**src/rtl/ds2_ais_pkg.sv**
```systemverilog
package ds2_ais_pkg;
  localparam int unsigned ZW     = 4;
  localparam int unsigned THR_LO = 3;
  localparam int unsigned THR_HI = 9;
endpackage

```
**src/rtl/ds2_ais_window.sv**
```systemverilog
module ds2_ais_window
  import ds2_ais_pkg::*;
#(
  parameter int unsigned WIN_LEN = 3156
) (
  input  logic clk_i,
  input  logic rst_ni,
  input  logic rx_bit_i,
  input  logic rx_en_i,
  input  logic oof_i,
  input  logic thr_sel_i,
  output logic win_done_o,
  output logic win_ok_o
);
  localparam int unsigned WCW = $clog2(WIN_LEN);
  localparam logic [WCW-1:0] WLAST = WCW'(WIN_LEN - 1);

  logic [WCW-1:0] wcnt_q;
  logic [ZW-1:0]  zcnt_q, z_now, thr;
  logic           inframe_q, bad_now, last;

  assign thr     = thr_sel_i ? ZW'(THR_HI) : ZW'(THR_LO);
  assign last    = (wcnt_q == WLAST);
  assign bad_now = inframe_q | ~oof_i;

  // saturating zero count, capped at the active threshold
  always_comb begin
    z_now = zcnt_q;
    if (!rx_bit_i && zcnt_q < thr) z_now = zcnt_q + 1'b1;
  end

  always_ff @(posedge clk_i or negedge rst_ni) begin
    if (!rst_ni) begin
      wcnt_q     <= '0;
      zcnt_q     <= '0;
      inframe_q  <= 1'b0;
      win_done_o <= 1'b0;
      win_ok_o   <= 1'b0;
    end else begin
      win_done_o <= 1'b0;
      if (rx_en_i) begin
        if (last) begin
          win_done_o <= 1'b1;
          win_ok_o   <= (z_now < thr) && !bad_now;
          wcnt_q     <= '0;
          zcnt_q     <= '0;
          inframe_q  <= 1'b0;
        end else begin
          wcnt_q    <= wcnt_q + 1'b1;
          zcnt_q    <= z_now;
          inframe_q <= bad_now;
        end
      end
    end
  end
endmodule

```
**src/rtl/ds2_ais_persist.sv**
```systemverilog
module ds2_ais_persist #(
  parameter int unsigned IVL_W = 8
) (
  input  logic             clk_i,
  input  logic             rst_ni,
  input  logic             win_done_i,
  input  logic             win_ok_i,
  input  logic             oof_i,
  input  logic [IVL_W-1:0] interval_i,
  output logic             ais_o
);
  logic [IVL_W-1:0] run_q, run_nxt, ivl_eff;

  assign ivl_eff = (interval_i == '0) ? IVL_W'(1) : interval_i;
  assign run_nxt = (run_q == '1) ? run_q : run_q + 1'b1;

  always_ff @(posedge clk_i or negedge rst_ni) begin
    if (!rst_ni) begin
      run_q <= '0;
      ais_o <= 1'b0;
    end else begin
      if (win_done_i) begin
        if (win_ok_i) begin
          run_q <= run_nxt;
          if (run_nxt >= ivl_eff) ais_o <= 1'b1;
        end else begin
          run_q <= '0;
          ais_o <= 1'b0;
        end
      end
      if (!oof_i) ais_o <= 1'b0;  // in-frame clears with priority
    end
  end
endmodule

```
**src/rtl/ds2_ais_txmux.sv**
```systemverilog
module ds2_ais_txmux (
  input  logic force_i,
  input  logic data_i,
  output logic data_o
);
  assign data_o = force_i | data_i;
endmodule

```
**src/rtl/ds2_ais_unit.sv**
```systemverilog
module ds2_ais_unit #(
  parameter int unsigned WIN_LEN = 3156,
  parameter int unsigned IVL_W   = 8
) (
  input  logic             clk_i,
  input  logic             rst_ni,
  input  logic             rx_bit_i,
  input  logic             rx_en_i,
  input  logic             oof_i,
  input  logic             thr_sel_i,
  input  logic [IVL_W-1:0] interval_i,
  output logic             ais_o,
  input  logic             tx_ais_en_i,
  input  logic             tx_data_i,
  output logic             tx_data_o
);
  logic win_done, win_ok;

  ds2_ais_window #(.WIN_LEN(WIN_LEN)) u_win (
    .clk_i, .rst_ni, .rx_bit_i, .rx_en_i, .oof_i, .thr_sel_i,
    .win_done_o(win_done), .win_ok_o(win_ok)
  );

  ds2_ais_persist #(.IVL_W(IVL_W)) u_per (
    .clk_i, .rst_ni, .win_done_i(win_done), .win_ok_i(win_ok),
    .oof_i, .interval_i, .ais_o
  );

  ds2_ais_txmux u_tx (.force_i(tx_ais_en_i), .data_i(tx_data_i), .data_o(tx_data_o));
endmodule

```
**config.mk**
```make
export PLATFORM = sky130hd
export DESIGN_NAME = ds2_ais_unit
export DESIGN_NICKNAME = d
export VERILOG_FILES = /design/src/rtl/ds2_ais_pkg.sv /design/src/rtl/ds2_ais_window.sv /design/src/rtl/ds2_ais_persist.sv /design/src/rtl/ds2_ais_txmux.sv /design/src/rtl/ds2_ais_unit.sv
export SDC_FILE = /design/constraint.sdc
export NUM_CORES = 1
export LEC_CHECK = 0
export BUFFER_PORTS_ARGS = -buffer_cell sky130_fd_sc_hd__buf_2
export CAP_MARGIN = 15
export CORE_ASPECT_RATIO = 0.6
export CORE_MARGIN = 5
export CORE_UTILIZATION = 53
export CTS_BUF_LIST = sky130_fd_sc_hd__clkbuf_8
export CTS_CLUSTER_SIZE = 24
export DETAILED_ROUTE_END_ITERATION = 16
export GPL_TIMING_DRIVEN = 0
export PLACE_DENSITY_LB_ADDON = 0.05
export SLEW_MARGIN = 20
export SYNTH_ARGS = -nofsm -noshare
export SYNTH_HDL_FRONTEND = slang
export SYNTH_HIERARCHICAL = 1
export SYNTH_SLANG_ARGS = --single-unit
```
**constraint.sdc**
```tcl
create_clock -name clk_i -period 2.7 [get_ports clk_i]
set_input_delay 0.54 -clock clk_i [delete_from_list [all_inputs] [get_ports clk_i]]
set_output_delay 0.54 -clock clk_i [all_outputs]
set_load 0.005 [all_outputs]
```
# Word-level counts from Yosys, hierarchy flattened

Index checks and enable logic that the tools add are counted.

Bits in registers: 28
Output and inout bits: 2
Input bits: 16

Add/subtract/negate cells: 3
Bitwise logic cells: 3
Mux-type cells: 14
Equality and inequality tests: 4
Order comparisons: 3
Reductions and logical operators: 7

Operators by type and width:

| operator                                              | count |
|---|---|
| two-way mux 8 bit                                     | 3 |
| adder 12 x 1 -> 12 bit, second input constant         | 1 |
| == test 12 bit, second input constant                 | 1 |
| two-way mux 12 bit                                    | 1 |
| two-way mux 4 bit                                     | 3 |
| adder 8 x 1 -> 8 bit, second input constant           | 1 |
| == test 8 bit, second input constant                  | 1 |
| >= comparator 8 bit                                   | 1 |
| logical NOT 8 bit                                     | 1 |
| < comparator 4 bit                                    | 2 |
| two-way mux 1 bit                                     | 7 |
| adder 4 x 1 -> 4 bit, second input constant           | 1 |
| AND reduction 2 bit                                   | 2 |
| inequality test 3 x 2 -> 1 bit, second input constant | 1 |
| logical AND 1 bit                                     | 2 |
| logical NOT 1 bit                                     | 2 |
| inequality test 2 x 1 -> 1 bit, second input constant | 1 |
| OR 1 bit                                              | 2 |
| NOT 1 bit                                             | 1 |

# Longest topological paths before layout

Word-level depth: 7
Mapped depth: 11
Depth with buffers taken out: 11

# Modules after synthesis

Netlist, hierarchy kept.

Modules (own cells, without submodules):

| module          | seq. area each (um^2) | area each (um^2) | cells each | instances |
|---|---|---|---|---|
| ds2_ais_window  | 475.5                 | 1068.5           | 105        | 1 |
| ds2_ais_persist | 225.2                 | 823.3            | 100        | 1 |
| ds2_ais_txmux   | 0.0                   | 6.3              | 1          | 1 |

# Worst setup path before layout

Ideal clock, no wire load.

Path kind: input -> register
From: in thr_sel_i
To: reg u_win.win_ok_o
Stages on the path: 9
Library setup time: 0.121 ns
Data arrival time: 2.566 ns
Path slack: 0.013 ns
Required time: 2.579 ns
Path through: ha_1 > a211o_1 > a21boi_1 > mux2_2 > ha_1 > o221ai_1 > a31oi_1 > o32ai_1 > a22o_1

Word-level cells in the longest chain between the ends: 6

RTL lines:

| element                | line                 | source |
|---|---|---|
| start: declaration     | ds2_ais_unit.sv:10   | `input logic thr_sel_i,` |
| two-way mux 4 bit (*)  | ds2_ais_window.sv:22 | `assign thr = thr_sel_i ? ZW'(THR_HI) : ZW'(THR_LO);` |
| < comparator 4 bit     | ds2_ais_window.sv:29 | `if (!rx_bit_i && zcnt_q < thr) z_now = zcnt_q + 1'b1;` |
| logical AND 1 bit      | ds2_ais_window.sv:29 |  |
| two-way mux 4 bit      | ds2_ais_window.sv:29 |  |
| < comparator 4 bit (*) | ds2_ais_window.sv:44 | `win_ok_o <= (z_now < thr) && !bad_now;` |
| logical AND 1 bit (*)  | ds2_ais_window.sv:44 |  |
| end signal: assignment | ds2_ais_window.sv:44 |  |
| end: declaration       | ds2_ais_window.sv:13 | `output logic win_ok_o` |

Mark *: on every way between the ends. The rest lies on a longest branch, timed or not.
A chain may end at the register's enable or synchronous reset.

# Worst setup path after layout

From: reg u_win.zcnt_q[1]
To: reg u_win.win_ok_o

Word-level cells in the longest chain between the ends: 5

RTL lines:

| element                  | line                 | source |
|---|---|---|
| start: declaration       | ds2_ais_window.sv:19 | `logic [ZW-1:0] zcnt_q, z_now, thr;` |
| start signal: assignment | ds2_ais_window.sv:50 | `zcnt_q <= z_now;` |
| < comparator 4 bit       | ds2_ais_window.sv:29 |  |
| logical AND 1 bit        | ds2_ais_window.sv:29 |  |
| two-way mux 4 bit (*)    | ds2_ais_window.sv:29 |  |
| < comparator 4 bit (*)   | ds2_ais_window.sv:44 |  |
| logical AND 1 bit (*)    | ds2_ais_window.sv:44 |  |

Marks and branches as above.

==> results.md <==
- Outcome: finished, final reports clean
- Synth top area share: approximately 37%
- Share of cells above drive strength 1: approximately 17%
- DIE AREA: between 0.004 and 0.005 mm2
- Largest area contributor in the netlist: dfrtp_1
- Syn_nets: ~240
- Clock Skew: 11.6 ps
- Flops & latches, synth: 28
- Die Span X: between 80 and 90 um
- Clk_lat worst skew: between 200 and 300 ps
- First-pass GRT wire length: roughly 7.3 mm
- N_diodes: 0
- Maximum clock insertion buffer count: 2
- Worst-path clk slew: around 100 ps
- Mean Syn Cell Area: roughly 9 um2
- Post-synth top cells: dfrtp_1 (28), inv_1 (19), nand2_1 (16), nor2_1 (16), ha_1 (15)
- Sw frac: 31.9%
- Min-delay worst type: in2async
- Flop pwr share: 42.7%
- Port Buffers: 17
- Final setup viols: 0
- Worst Setup End Kind: flip-flop
- Worst endpoint required time: approximately 2900 ps
- WHS: ~270 ps
- Max VDD drop: about 0.5 mV
- Drt drc: 0
- Worst endpoint data arrival time: between 2000 and 3000 ps
- Gr usage total: between 10% and 20%
- Top-count cell post-synth: dfrtp_1
- Area growth syn-to-layout: 13.2%
- RSZ-0062 raised after global routing: no
- Post-synth EDFFs: 0
- CTS tree: built
- Clk sinks: 28
- R2R cell count: 9
- Post-DP HPWL: between 3 and 4 mm
- Final Hold Fails: 0
- Synthesized area: roughly 0.0019 mm2
- Power Internal: roughly 900 uW
- Inserted Clock Buffers: 3
- Final WL: roughly 4.3 mm
- Synth warn: 6
- Switching power: 410 uW
- Routed vias/inst: 5.75
- CTS root buf: clkbuf_8
- Die Y: 56.4 um
- Nets: 262
- Initial Utilization: between 50% and 60%
- Fmax: approximately 380 MHz
- IO Count: 18
- Worst Setup Start Kind: flip-flop
- Combinational Power Share: 31.5%
- Synth area leaders: dfrtp_1 (37%), ha_1 (9.9%), xnor2_1 (4.2%)
- Cell count after synthesis: about 210
- Netlist cell types: 50
- DRT Pass-1 Iters: 4
- Max-slew violation count: 0
- Util after Layout: 64.3%
- Rel. slew slack: between 50% and 60%
- Min cycle time layout: about 2600 ps
- Clock Power Share: approximately 26%
- Iter 0 DRT Violations: 77
- GPL Wtd Cong: ~0.83
- Pwr dens: 599 mW/mm2
- Total grt overflow: 0
- CP Class: reg2reg
- Initial antenna violation count: 0
- Vias in the first global route: 1594
- H-tree Lvls: 1
- Row cnt: 16
- Setup ws final: between 80 and 90 ps
- Core ar.: between 0.003 and 0.004 mm2
- Avg WL per Cell: between 15 and 20 um
- CP Max Fanout: 4
- Worst Max-Slew Pin Slew: approximately 620 ps
- Antenna Violating Nets Remaining: 0
- Post-Place Worst Slack: -362 ps
- Vias: roughly 1600
- Main synth FF type: dfrtp_1
- Max_cap viols: 0
- Leak: between 0.9 and 1 nW
- Largest net degree at the start of global routing: 29
- Sequential-to-total area share from yosys stat: 36.9%
- Fraction of registers with async set/reset: 100%
- Final period util: 97.0%
sequential cells by signal (all words and copies together), names as in the netlist:
name,cells
u_win/win_done_o,1
u_per/run_q,8
u_win/win_ok_o,1
u_win/wcnt_q,12
u_per/ais_o,1
u_win/inframe_q,1
u_win/zcnt_q,4
worst max-delay path, stage by stage (launching register included):
cell and delay [ps]:
dfrtp_1 430, ha_1 300, a211o_1 320, a21boi_4 190
mux2_2 360, ha_1 300, o221ai_1 110, a31oi_1 200
o32ai_1 110, a22o_1 190
layout make-up:
| class | instances | area, um2 |
|---|---|---|
| flip-flops and latches | 28 | 701 |
| fillers | 277 | 1190 |
| clock inverters | 1 | 30.0 |
| well taps | 45 | 56.3 |
| clock buffers | 3 | 41.3 |
| plain buffers | 6 | 38.8 |
| multi-input cells | 153 | 1100 |
| inverters | 19 | 71.3 |
| repair buffers | 20 | 108 |
routing by layer:
metal / vias to the layer above / routed length, um / GRT usage (%)
li1: 797 / - / -
met5: - / 0 / 0
met3: 0 / 229 / 4.97
met1: 745 / 2110 / 27.5
met2: 40 / 1990 / 27.8
met4: 0 / 0 / 3.72
per-stage QoR:
step / area [um2] / cells / power, mW / TNS, ps
after global routing: 2150 / 275 / 1.37 / 0
final: 2150 / 275 / 1.29 / 0
after CTS: 2120 / 272 / 1.27 / 0
after detailed placement: 2040 / 268 / 0.915 / -362
after global placement: 2040 / 268 / 0.890 / -265
after floorplan: 1900 / 206 / 0.820 / 0
cells in the final DEF (no fill, tap or decap), types with 2 or more instances in the layout:
cell type / n
o31ai_1: 2
nor4_1: 2
a211o_1: 2
nand2b_1: 7
a31o_2: 2
dfrtp_1: 28
a31oi_1: 3
buf_6: 2
inv_1: 19
a21oi_1: 6
nor3_1: 2
o32ai_1: 2
o211ai_1: 3
clkbuf_1: 3
buf_4: 3
xnor2_1: 9
a22o_1: 2
and3_1: 2
clkbuf_8: 3
o21ai_0: 12
nand2_1: 16
buf_2: 18
ha_1: 15
nand4_1: 8
nand3_1: 9
nor2_1: 16
o221ai_1: 3
nand3b_1: 2
xor2_1: 3
mux2_2: 2
final timing paths:
| path | from | end | slack [ps] |
|---|---|---|---|
| min in group clk_i | u_win/wcnt_q[0] | u_win/wcnt_q[0] | 510 |
| max reg2reg | u_win/zcnt_q[1] | u_win/win_ok_o | 80 |
| min reg2reg | u_win/wcnt_q[0] | u_win/wcnt_q[0] | 510 |
| max | u_win/zcnt_q[1] | u_win/win_ok_o | 80 |
| max in group asynchronous | rst_ni | u_win/win_done_o | 2020 |
| min | rst_ni | u_win/wcnt_q[11] | 270 |
power groups by stage:
stage,clock [mW],sequential [mW],combinational (mW)
after global placement,0,0.554,0.335
final,0.331,0.550,0.405
after detailed placement,0,0.557,0.358
after global routing,0.364,0.556,0.453
after floorplan,0,0.541,0.279
after CTS,0.340,0.550,0.375
kinds of logic after synthesis:
group | after synthesis | share of synthesized area [%]
muxes | 3 | 1.71
DFF | 28 | 36.9
and+or+nand+nor | 76 | 22.4
AOI/OAI and AO/OA | 47 | 17.7
adders and majority gates | 15 | 9.89
xor gates and xnor gates | 12 | 5.54
buffers and inverters | 25 | 5.80
what timing repair did:
action | in CTS | in global routing
gates resized for setup | 2 | 1
endpoints found under the hold margin | 0 | 0
hold buffers | 0 | 0
pin swaps | 1 | 3
endpoints found under the setup margin | 1 | 2
buffers inserted | 0 | 3
Note: power is estimated with default switching activity, not from simulation.
